==> config.mk <==
export PLATFORM = sky130hd
export DESIGN_NAME = spi_addr_csdemux
export DESIGN_NICKNAME = d
export VERILOG_FILES = /design/src/rtl/spi_csdemux_pkg.sv /design/src/rtl/spi_csdemux_sync.sv /design/src/rtl/spi_csdemux_shifter.sv /design/src/rtl/spi_csdemux_decode.sv /design/src/rtl/spi_addr_csdemux.sv
export SDC_FILE = /design/constraint.sdc
export NUM_CORES = 1
export LEC_CHECK = 0
export BUFFER_PORTS_ARGS = -buffer_cell sky130_fd_sc_hd__buf_2
export CORE_AREA = 2 2 55 57
export CTS_CLUSTER_DIAMETER = 40
export DETAILED_ROUTE_END_ITERATION = 7
export DIE_AREA = 0 0 57 59
export PLACE_DENSITY = 0.72
export SYNTH_ARGS = -nofsm -noshare
export SYNTH_HDL_FRONTEND = slang
export SYNTH_HIERARCHICAL = 1
export SYNTH_SLANG_ARGS = --single-unit
==> constraint.sdc <==
create_clock -name clk -period 1.6 [get_ports clk]
set_input_delay 0.16 -clock clk [delete_from_list [all_inputs] [get_ports clk]]
set_output_delay 0.16 -clock clk [all_outputs]
set_load 0.01 [all_outputs]
==> src/rtl/spi_csdemux_pkg.sv <==
package spi_csdemux_pkg;

   // Synchronized view of the three observed bus pins.
   typedef struct packed {
      logic csn;
      logic sclk;
      logic mosi;
   } spi_bus_t;

   localparam int unsigned BUS_W = $bits(spi_bus_t);
   // Idle level: select high, clock low (mode 0), data low.
   localparam logic [BUS_W-1:0] BUS_IDLE = 3'b100;

endpackage

==> src/rtl/spi_csdemux_sync.sv <==
module spi_csdemux_sync #(
   parameter int unsigned W = 3,
   parameter int unsigned STAGES = 2,
   parameter logic [W-1:0] RST_VAL = '0
) (
   input  logic         clk,
   input  logic         rst_n,
   input  logic [W-1:0] d,
   output logic [W-1:0] q
);

   generate
      if (STAGES < 2) begin : g_bad_stages
         $error("spi_csdemux_sync: STAGES must be at least 2");
      end
   endgenerate

   logic [STAGES-1:0][W-1:0] stg;

   always_ff @(posedge clk or negedge rst_n) begin
      if (!rst_n) stg <= {STAGES{RST_VAL}};
      else        stg <= {stg[STAGES-2:0], d};
   end

   assign q = stg[STAGES-1];

endmodule

==> src/rtl/spi_csdemux_shifter.sv <==
module spi_csdemux_shifter #(
   parameter int unsigned ADDR_W = 8,
   parameter int unsigned IDX_W = 3,
   localparam int unsigned CNT_W = $clog2(ADDR_W + 1)
) (
   input  logic              clk,
   input  logic              rst_n,
   input  logic              csn,
   input  logic              sclk_rise,
   input  logic              mosi,
   output logic [ADDR_W-1:0] addr,
   output logic              done,
   output logic [IDX_W-1:0]  dev_idx
);

   logic [CNT_W-1:0]  cnt;
   logic [ADDR_W-1:0] shreg;
   logic [ADDR_W-1:0] shreg_nxt;
   logic              last_bit;

   assign shreg_nxt = {shreg[ADDR_W-2:0], mosi};
   assign last_bit  = (cnt == CNT_W'(ADDR_W - 1));
   assign done      = (cnt == CNT_W'(ADDR_W));
   assign addr      = shreg;

   always_ff @(posedge clk or negedge rst_n) begin
      if (!rst_n) begin
         cnt     <= '0;
         shreg   <= '0;
         dev_idx <= '0;
      end else if (csn) begin
         cnt   <= '0;
         shreg <= '0;
      end else if (sclk_rise && !done) begin
         shreg <= shreg_nxt;
         cnt   <= cnt + 1'b1;
         if (last_bit) dev_idx <= shreg_nxt[IDX_W-1:0];
      end
   end

   // the bit counter never runs past one address byte
   p_cnt_bound_r2: assert property (@(posedge clk) disable iff (!rst_n)
      cnt <= CNT_W'(ADDR_W));

   // once the address is complete, the payload leaves it untouched
   p_addr_hold_r5: assert property (@(posedge clk) disable iff (!rst_n)
      (done && $past(done)) |-> ($stable(shreg) && $stable(dev_idx)));

endmodule

==> src/rtl/spi_csdemux_decode.sv <==
module spi_csdemux_decode #(
   parameter int unsigned ADDR_W = 8,
   parameter int unsigned IDX_W = 3,
   localparam int unsigned NUM_CS = 1 << IDX_W,
   localparam int unsigned RANGE_W = ADDR_W - IDX_W
) (
   input  logic               clk,
   input  logic               rst_n,
   input  logic               csn,
   input  logic               done,
   input  logic [ADDR_W-1:0]  addr,
   input  logic [RANGE_W-1:0] strap,
   output logic [NUM_CS-1:0]  cs_n
);

   logic              match;
   logic              enable;
   logic [NUM_CS-1:0] hit;

   assign match  = (addr[ADDR_W-1:IDX_W] == strap);
   assign enable = !csn && done && match;

   generate
      for (genvar i = 0; i < NUM_CS; i++) begin : g_out
         assign hit[i] = enable && (addr[IDX_W-1:0] == IDX_W'(i));
      end
   endgenerate

   always_ff @(posedge clk or negedge rst_n) begin
      if (!rst_n) cs_n <= '1;
      else        cs_n <= ~hit;
   end

   // nothing is selected before the address byte is complete
   p_no_early_r6: assert property (@(posedge clk) disable iff (!rst_n)
      !done |=> (&cs_n));

   // a matching address lowers a select on the next cycle
   p_match_r3: assert property (@(posedge clk) disable iff (!rst_n)
      (done && match && !csn) |=> (cs_n != '1));

   // a foreign address leaves every select high
   p_nomatch_r4: assert property (@(posedge clk) disable iff (!rst_n)
      (done && !match) |=> (&cs_n));

endmodule

==> src/rtl/spi_addr_csdemux.sv <==
module spi_addr_csdemux
   import spi_csdemux_pkg::*;
#(
   parameter int unsigned ADDR_W = 8,
   parameter int unsigned IDX_W = 3,
   parameter int unsigned SYNC_STAGES = 2,
   localparam int unsigned NUM_CS = 1 << IDX_W,
   localparam int unsigned RANGE_W = ADDR_W - IDX_W
) (
   input  logic               clk,
   input  logic               rst_n,
   input  logic               spi_sclk,
   input  logic               spi_mosi,
   input  logic               spi_cs_n,
   input  logic [RANGE_W-1:0] range_strap,
   output logic [NUM_CS-1:0]  dev_cs_n,
   output logic [IDX_W-1:0]   dbg_dev_idx
);

   generate
      if (IDX_W < 1 || IDX_W >= ADDR_W) begin : g_bad_idx
         $error("spi_addr_csdemux: IDX_W must be in 1..ADDR_W-1");
      end
      if (ADDR_W < 2) begin : g_bad_addr
         $error("spi_addr_csdemux: ADDR_W must be at least 2");
      end
   endgenerate

   spi_bus_t          raw;
   spi_bus_t          syn;
   spi_bus_t          syn_d;
   logic [BUS_W-1:0]  syn_vec;
   logic              sclk_rise;
   logic [ADDR_W-1:0] addr;
   logic              done;

   assign raw = '{csn: spi_cs_n, sclk: spi_sclk, mosi: spi_mosi};

   spi_csdemux_sync #(
      .W      (BUS_W),
      .STAGES (SYNC_STAGES),
      .RST_VAL(BUS_IDLE)
   ) u_sync (
      .clk  (clk),
      .rst_n(rst_n),
      .d    (raw),
      .q    (syn_vec)
   );

   assign syn = syn_vec;

   always_ff @(posedge clk or negedge rst_n) begin
      if (!rst_n) syn_d <= BUS_IDLE;
      else        syn_d <= syn;
   end

   assign sclk_rise = syn.sclk && !syn_d.sclk && !syn.csn;

   spi_csdemux_shifter #(
      .ADDR_W(ADDR_W),
      .IDX_W (IDX_W)
   ) u_shift (
      .clk      (clk),
      .rst_n    (rst_n),
      .csn      (syn.csn),
      .sclk_rise(sclk_rise),
      .mosi     (syn.mosi),
      .addr     (addr),
      .done     (done),
      .dev_idx  (dbg_dev_idx)
   );

   spi_csdemux_decode #(
      .ADDR_W(ADDR_W),
      .IDX_W (IDX_W)
   ) u_dec (
      .clk  (clk),
      .rst_n(rst_n),
      .csn  (syn.csn),
      .done (done),
      .addr (addr),
      .strap(range_strap),
      .cs_n (dev_cs_n)
   );

   // at most one downstream select is active
   p_onehot_r8: assert property (@(posedge clk) disable iff (!rst_n)
      $onehot0(~dev_cs_n));

   // a synchronized master release clears every select next cycle
   p_release_r7: assert property (@(posedge clk) disable iff (!rst_n)
      syn.csn |=> (&dev_cs_n));

endmodule

After elaboration in Yosys (flattened, before gate mapping)
Cells that the tools add are included.
{"block": "op_classes", "n_reduce_logical": 19, "mux": 4, "n_bitwise": 2, "eq_ne": 10, "add_sub_neg": 1}
{"cell": "$mux W8", "count": 2}
{"cell": "$logic_and A1 B1 Y1", "count": 13}
{"cell": "$eq A3 B3 Y1 const B", "count": 4}
{"cell": "$mux W4", "count": 2}
{"cell": "$not A8 Y8", "count": 1}
{"cell": "$eq A3 B2 Y1 const B", "count": 2}
{"cell": "$eq A5 B5 Y1", "count": 1}
{"cell": "$add A4 B1 Y4 const B", "count": 1}
{"cell": "$eq A4 B3 Y1 const B", "count": 1}
{"cell": "$eq A4 B4 Y1 const B", "count": 1}
{"cell": "$eq A3 B1 Y1 const B", "count": 1}
{"cell": "$logic_not A1 Y1", "count": 3}
{"cell": "$logic_not A3 Y1", "count": 1}
{"cell": "$reduce_and A3 Y1", "count": 1}
{"cell": "$reduce_bool A2 Y1", "count": 1}
{"cell": "$not A1 Y1", "count": 1}
{"block": "totals", "reg_bits": 30, "wordCells": 43}

Depth between registers and ports, before layout
Gate-level depths: netlist (run 1).
{"block": "logic_depth", "ltp_word": 6, "mapped_depth": 7, "mapped_depth_nobuf": 7}

Modules after synthesis
Netlist (run 1), hierarchy kept.
{"mod": "spi_csdemux_shifter", "area_per_inst_um2": 734.5, "n_inst": 1, "cells_per_inst": 59, "seq_area_each_um2": 375.4}
{"mod": "spi_csdemux_decode", "area_per_inst_um2": 370.4, "n_inst": 1, "cells_per_inst": 30, "seq_area_each_um2": 210.2}
{"mod": "spi_csdemux_sync", "area_per_inst_um2": 175.2, "n_inst": 1, "cells_per_inst": 9, "seq_area_each_um2": 152.6}
{"mod": "spi_addr_csdemux", "area_per_inst_um2": 37.5, "n_inst": 1, "cells_per_inst": 2, "seq_area_each_um2": 25.0}

Worst setup path after synthesis (run 1)
Ideal clock, no wire load.
{"block": "synth_timing", "kind": "reg-to-reg", "from": "register u_sync.stg (netlist bit u_sync/q[2])", "to": "register u_shift.dev_idx[0]", "t_required_ns": 1.475, "t_arrival_ns": 1.469, "synth_period_minus_slack_ns": 1.593, "setup_time_ns": 0.125, "setup_slack_ns": 0.007, "stages_incl_launch_ff": 7, "path_cell_list": "dfstp_2 -> buf_4 -> nor3b_2 -> buf_4 -> nand2_2 -> nor4b_4 -> mux2_2"}
{"block": "synth_via", "elab_chain_len": 4, "word_cells_on_any_way": 5}
{"item": "from (decl)", "line_no": "spi_csdemux_sync.sv:18", "source": "logic [STAGES-1:0][W-1:0] stg;"}
{"item": "from (signal assigned)", "line_no": "spi_csdemux_sync.sv:21", "source": "if (!rst_n) stg <= {STAGES{RST_VAL}};"}
{"item": "from (signal assigned)", "line_no": "spi_csdemux_sync.sv:22", "source": "else stg <= {stg[STAGES-2:0], d};"}
{"item": "$logic_not A1 Y1", "line_no": "spi_addr_csdemux.sv:57", "source": "assign sclk_rise = syn.sclk && !syn_d.sclk && !syn.csn;"}
{"item": "$logic_and A1 B1 Y1", "line_no": "spi_addr_csdemux.sv:57"}
{"item": "via sclk_rise", "line_no": "spi_addr_csdemux.sv:33", "source": "logic sclk_rise;"}
{"item": "$logic_and A1 B1 Y1", "line_no": "spi_csdemux_shifter.sv:34", "source": "end else if (sclk_rise && !done) begin"}
{"item": "$reduce_and A3 Y1 (no source line)"}
{"item": "to (signal assigned)", "line_no": "spi_csdemux_shifter.sv:37", "source": "if (last_bit) dev_idx <= shreg_nxt[IDX_W-1:0];"}
{"item": "to (decl)", "line_no": "spi_csdemux_shifter.sv:13", "source": "output logic [IDX_W-1:0] dev_idx"}
The timed path passes the listed nets, and every way through them passes these cells.
A chain may end at the register's enable or synchronous reset.

Final worst setup path (run 1)
{"block": "layout_timing", "from": "register syn_d[1] in the netlist's numbering", "to": "register u_shift.dev_idx[2]"}
{"block": "layout_via", "elab_chain_len": 5}
{"item": "from (decl)", "line_no": "spi_addr_csdemux.sv:31", "source": "spi_bus_t syn_d;"}
{"item": "from (signal assigned)", "line_no": "spi_addr_csdemux.sv:54", "source": "else syn_d <= syn;"}
{"item": "$logic_not A1 Y1", "line_no": "spi_addr_csdemux.sv:57"}
{"item": "$logic_and A1 B1 Y1 (2 in series)", "line_no": "spi_addr_csdemux.sv:57"}
{"item": "via sclk_rise", "line_no": "spi_addr_csdemux.sv:33"}
{"item": "$logic_and A1 B1 Y1", "line_no": "spi_csdemux_shifter.sv:34"}
{"item": "$reduce_and A3 Y1 (no source line)"}
The timed path passes the listed nets, and every way through them passes these cells.

==> results of run 1 <==
-- state kept, by name, indices dropped and copies added (netlist names) --
signal and cells:
u_shift/addr 8, syn_d 1, u_sync/stg 3, u_shift/cnt 4
u_dec/cs_n 8, u_sync/q 3, u_shift/dev_idx 3
-- what timing repair did --
action | CTS | global route
buffers inserted | 0 | 1
endpoints found under the hold margin | 23 | 0
setup endpoints to repair | 1 | 8
pin swaps | 1 | 1
gates resized for setup | 0 | 2
hold buffers | 4 | 0
-- metal layers --
| metal | up-vias | wire (um) | track usage |
|---|---|---|---|
| met1 | 396 | 830 | 0.156 |
| li1 | 397 | - | - |
| met3 | 7 | 113 | 0.0655 |
| met5 | - | 0 | 0 |
| met4 | 0 | 70 | 0.0797 |
| met2 | 19 | 1010 | 0.217 |
-- kinds of logic (layout without fill, tap and decap cells) --
| family | after synthesis | in the layout | share of synthesized area |
|---|---|---|---|
| AND/OR/NAND/NOR | 37 | 37 | 0.212 |
| adder cells (fa/ha/maj) | 2 | 2 | 0.0190 |
| XOR/XNOR | 6 | 6 | 0.0399 |
| multiplexers | 10 | 10 | 0.0788 |
| buffers and inverters | 9 | 39 | 0.0427 |
| AO/OA/AOI/OAI | 6 | 6 | 0.0285 |
| flip-flops | 30 | 30 | 0.579 |
-- worst min-delay path, delay by kind of cell --
family                 cells  cell delay (ps)
buffers and inverters      1               80
AND/OR/NAND/NOR            2              250
XOR/XNOR                   1              130
-- how the worst max path moves through the flow --
| stage | start | to | slack [ps] | depth (start not counted) |
|---|---|---|---|---|
| floorplan | u_sync/q[2] | u_shift/dev_idx[0] | 7 | 6 |
| global placement | u_shift/cnt[0] | u_dec/cs_n[0] | 80 | 7 |
| detailed placement | u_shift/cnt[0] | u_dec/cs_n[3] | -6 | 7 |
| CTS | u_shift/cnt[0] | u_dec/cs_n[3] | 60 | 7 |
| global route | syn_d[1] | u_shift/dev_idx[2] | 2 | 4 |
| finish | syn_d[1] | u_shift/dev_idx[2] | 90 | 4 |
-- stage by stage --
stage,instance area [sq um],hold slack (ps)
after CTS,1550,300
after global routing,1560,355
final,1560,324
after floorplan,1320,-136
after global placement,1430,207
after detailed placement,1430,215
-- power groups by stage --
stage	combinational, mW	sequential, mW	clock (mW)
global placement	0.0662	0.793	0
global route	0.0835	0.781	0.600
CTS	0.0752	0.780	0.563
floorplan	0.0429	0.791	0
detailed placement	0.0677	0.794	0
finish	0.0737	0.780	0.540
-- area by class of cell --
cell class	instances	area (sq um)	share of cell area
clock buffer	8	78.8	0.0504
inverter	3	11.3	0.00721
timing repair buffer	28	170	0.109
tap	31	38.8	0.0248
multi-input combinational	61	500	0.320
sequential	30	763	0.488
-- Yosys cell counts --
library cell,instances
nand2_2,1
xor2_1,6
inv_1,3
nand2_1,2
buf_6,1
nor4b_4,1
clkbuf_1,1
nor2_1,4
or3b_1,1
mux2i_1,7
nand3_1,4
a21oi_1,3
dfrtp_1,20
nand4_1,4
buf_4,4
and2_4,1
nand4b_1,4
nand2b_1,9
o21ai_0,1
a21o_2,2
nor3b_2,1
ha_1,2
nor4_4,1
mux2_2,3
and3_1,1
dfstp_2,10
nor2b_1,2
nand3b_4,1
==> impl_metrics.tcl, run 1 <==
set metrics [dict create \
    worst_slack_ps 90.1 \
    area_growth_pct 18.6 \
    worstSetupPathType "register to register" \
    postRouteAntennaNets 0 \
    r2r_cells 4 \
    min_from "range_strap[4]" \
    cp_top_family "simple AND/OR/NAND/NOR gates" \
    synth_area_sq_um 1320 \
    gr-total-overflow 0 \
    p_leak_nw 0.692 \
    finish.utilization 0.577 \
    reg2reg_slack_ps 90 \
    min_to "u_dec/cs_n[7]" \
    finalCritPeriodShare 0.944 \
    status "complete, no violations" \
    synth_seq_cells 30 \
    fmax_mhz 662 \
    r2r_end "u_shift/dev_idx[2]" \
    tightest_slew_ps 618 \
    start_util 0.486 \
    wirelength_um 2030 \
    rsz0062_at_grt "false" \
    min_period_ps 1510 \
    path_cells "nor3b_2 -> nand2_2 -> nor4b_4 -> mux2_2" \
    dp_slack_ps -5.86 \
    cp.arrival_ps 1720 \
    yosysWarnings 6 \
    num_vias 819 \
    drive_gt1_frac 0.423 \
    clk-insertion-delay-late_ps 320 \
    final_cell_mix "buf_2 (20), dfrtp_1 (20), dfstp_2 (10)" \
    fp.dieW_um 57 \
    hold_viol 0 \
    port_buffers 20 \
    dieHeight_um 59 \
    setup_viol 0 \
    dp_cells 148 \
    rows 19 \
    swShare 0.206 \
    hold_path.class "input pin to register" \
    cp_max_fo 3 \
    grt_max_degree 31 \
    crit_buf_inv 0 \
    clkPwrFrac 0.387 \
    ys_top_cells_by_area "dfrtp_1 (38%), dfstp_2 (20%), mux2i_1 (5.3%)" \
    p_comb_frac 0.053 \
    syn_area_per_cell_sq_um 13.2 \
    synthCells 100 \
    relSlewSlack 0.588 \
    synth_top_cell_area_share 0.380 \
    detail_route.vias_per_cell 5.09 \
    htree_levels 2 \
    pin_count 21 \
    power.switching_uw 287 \
    cts_inserted_buffers 5 \
    grt_pass1_wl_um 3360 \
    diodes 0 \
    slew_violations 0 \
    grtUsageTotal 0.139 \
    die-area_sq_um 3360 \
    fill_cells 238 \
    fin_skew_ps 10.0 \
    final_nets 141 \
    p_per_area_nw_per_um2 891 \
    grt_pass1_vias 780 \
    sequentialPowerShare 0.560 \
    crit_path_end_kind "register" \
    fin_cells 161 \
    synth_area_leader_cell "dfrtp_1" \
    first_iter_violations 11 \
    yosysSeqAreaShare 0.579 \
    path_clk_slew_ps 90 \
    core_sq_um 2710 \
    max-cap-violations 0 \
    routedWlPerCell_um 12.6 \
    routabilityCongestion 0.826 \
    drc 0 \
    power_mw 1.39 \
    max_stage_delay_ps 380 \
    clockBufferDepth 2 \
    dp_hpwl_um 1440 \
    startpoint_type "register" \
    cts_tree "yes" \
    syn_nets 112 \
    max-vdd-ir-drop_v 0.000721 \
    r2r-start "syn_d[1]" \
    grt_antenna_before_repair 0 \
    clkSinkCount 30 \
    cts-root-buf "clkbuf_4" \
    tns_ps 0 \
    crit_path_top_delay_cell "dfrtp_1" \
    first_pass_iters 4 \
    internal_power_mw 1.11 \
    crit_required_ps 1810 \
    holdPathStages 4 \
    synth.distinct_cells 28 \
]
(Power assumes the default switching activity.)
==> inputs of run 2 (changes only) <==
CELL_PAD_IN_SITES_DETAIL_PLACEMENT = 1   (was unset)
CELL_PAD_IN_SITES_GLOBAL_PLACEMENT = 1   (was unset)
CORE_AREA = 2 2 61 63   (was 2 2 55 57)
DIE_AREA = 0 0 63 65   (was 0 0 57 59)
PLACE_DENSITY = unset   (was 0.72)
PLACE_DENSITY_LB_ADDON = 0.1   (was unset)
==> impl_metrics.tcl, run 2 (synthesis gave the netlist of run 1 again) <==
set metrics [dict create \
    setup_viol 0 \
    path_cells "inv_1 -> ha_4 -> nand3b_4 -> inv_1 -> nand2b_1 -> nor4_4 -> buf_4 -> nand4_1" \
    rsz0062_at_grt "false" \
    drive_gt1_frac 0.424 \
    dieHeight_um 65 \
    clkPwrFrac 0.425 \
    p_leak_nw 0.704 \
    crit_path_top_delay_cell "dfrtp_1" \
    grt_pass1_vias 909 \
    die-area_sq_um 4100 \
    cp_max_fo 8 \
    status "complete, no violations" \
    detail_route.vias_per_cell 4.65 \
    first_pass_iters 4 \
    final_nets 143 \
    fin_skew_ps 14.7 \
    crit_required_ps 1840 \
    sequentialPowerShare 0.521 \
    pin_count 21 \
    fill_cells 392 \
    htree_levels 2 \
    p_comb_frac 0.054 \
    gr-total-overflow 0 \
    slew_violations 0 \
    grtUsageTotal 0.143 \
    max-vdd-ir-drop_v 0.000580 \
    port_buffers 20 \
    crit_path_end_kind "register" \
    fmax_mhz 670 \
    cts-root-buf "clkbuf_4" \
    multi_input_area_sq_um 510 \
    tightest_slew_ps 673 \
    max-cap-violations 0 \
    ff_latch_area_sq_um 763 \
    core_sq_um 3500 \
    num_vias 837 \
    crit_buf_inv 3 \
    diodes 0 \
    relSlewSlack 0.551 \
    dp_hpwl_um 1730 \
    first_iter_violations 15 \
    clk-insertion-delay-late_ps 330 \
    power.switching_uw 316 \
    swShare 0.211 \
    path_clk_slew_ps 100 \
    cts_inserted_buffers 5 \
    p_per_area_nw_per_um2 928 \
    finalCritPeriodShare 0.933 \
    grt_antenna_before_repair 0 \
    cts_tree "yes" \
    drc 0 \
    grt_pass1_wl_um 4310 \
    dp_slack_ps 58.0 \
    area_growth_pct 22.6 \
    path_common_cell "inv_1" \
    cp.arrival_ps 1730 \
    fp.dieW_um 63 \
    wirelength_um 2540 \
    routabilityCongestion 0.676 \
    startpoint_type "register" \
    hold_viol 0 \
    hold_path.class "input pin to register" \
    grt_max_degree 31 \
    internal_power_mw 1.18 \
    clockBufferDepth 2 \
    max_stage_delay_ps 410 \
    min_period_ps 1490 \
    rows 22 \
    cp_top_family "simple AND/OR/NAND/NOR gates" \
    clkSinkCount 30 \
    postRouteAntennaNets 0 \
    post_cts_buffers 0 \
    start_util 0.377 \
    routedWlPerCell_um 14.1 \
    final_cell_mix "buf_2 (20), dfrtp_1 (20), dfstp_2 (10)" \
    tns_ps 0 \
    worst_slack_ps 108 \
    worstSetupPathType "register to register" \
]
==> run 2: path summary, 6_finish.rpt <==
kind / start / end / slack [ps] / cells after the start
hold reg to reg: u_sync/stg[0] / u_sync/q[0] / 350 / 0
max in group asynchronous: rst_n / u_shift/addr[7] / 760 / 2
setup reg to reg: u_shift/cnt[1] / u_dec/cs_n[5] / 110 / 8
hold / removal: range_strap[3] / u_dec/cs_n[7] / 300 / 5
setup / recovery: u_shift/cnt[1] / u_dec/cs_n[5] / 110 / 8
min in group asynchronous: rst_n / u_shift/cnt[1] / 400 / 2
==> run 2: final cells by class <==
cell class	count	share of cell area
clock buffer	7	0.0341
clock inverter	1	0.0186
inverter	3	0.00697
multi-input combinational	61	0.316
sequential	30	0.473
tap	48	0.0372
timing repair buffer	30	0.115
==> run 2: tightest hold or removal path, cell delays in order <==
cell and delay [ps]:
buf_2 80, xor2_1 50, nor2_1 80, buf_4 160
nand3_1 80
==> run 2: routing by layer <==
layer  global-route usage  part of all wire  vias to the layer above
li1                     -                 -                      401
met3               0.0365             0.050                        4
met5                    0                 0                        -
met4               0.0917             0.014                        0
met2                0.238              0.48                       21
met1                0.163              0.45                      411
==> run 2: metrics by stage <==
step           power (mW)  hold slack, ps  area (sq um)  cells   util
6_report             1.50             297          1620    180  0.462
5_1_grt              1.56             350          1620    180  0.462
4_1_cts              1.52             291          1600    180  0.458
3_5_place_dp        0.868             236          1480    168  0.423
3_3_place_gp        0.866             228          1480    168  0.423
2_1_floorplan       0.834            -136          1320    100      -
==> run 2: repair_timing <==
action | 4_1_cts | 5_1_grt
hold buffers | 4 | 0
endpoints found under the setup margin | 0 | 8
endpoints found under the hold margin | 23 | 0
gates resized for setup | 0 | 3
==> run 2: power by group through the flow <==
stage / Clock (mW) / Sequential, mW / Combinational, mW
after floorplan: 0 / 0.791 / 0.0429
after global placement: 0 / 0.795 / 0.0710
after detailed placement: 0 / 0.795 / 0.0728
after CTS: 0.657 / 0.782 / 0.0810
after global routing: 0.691 / 0.783 / 0.0900
final: 0.636 / 0.781 / 0.0807
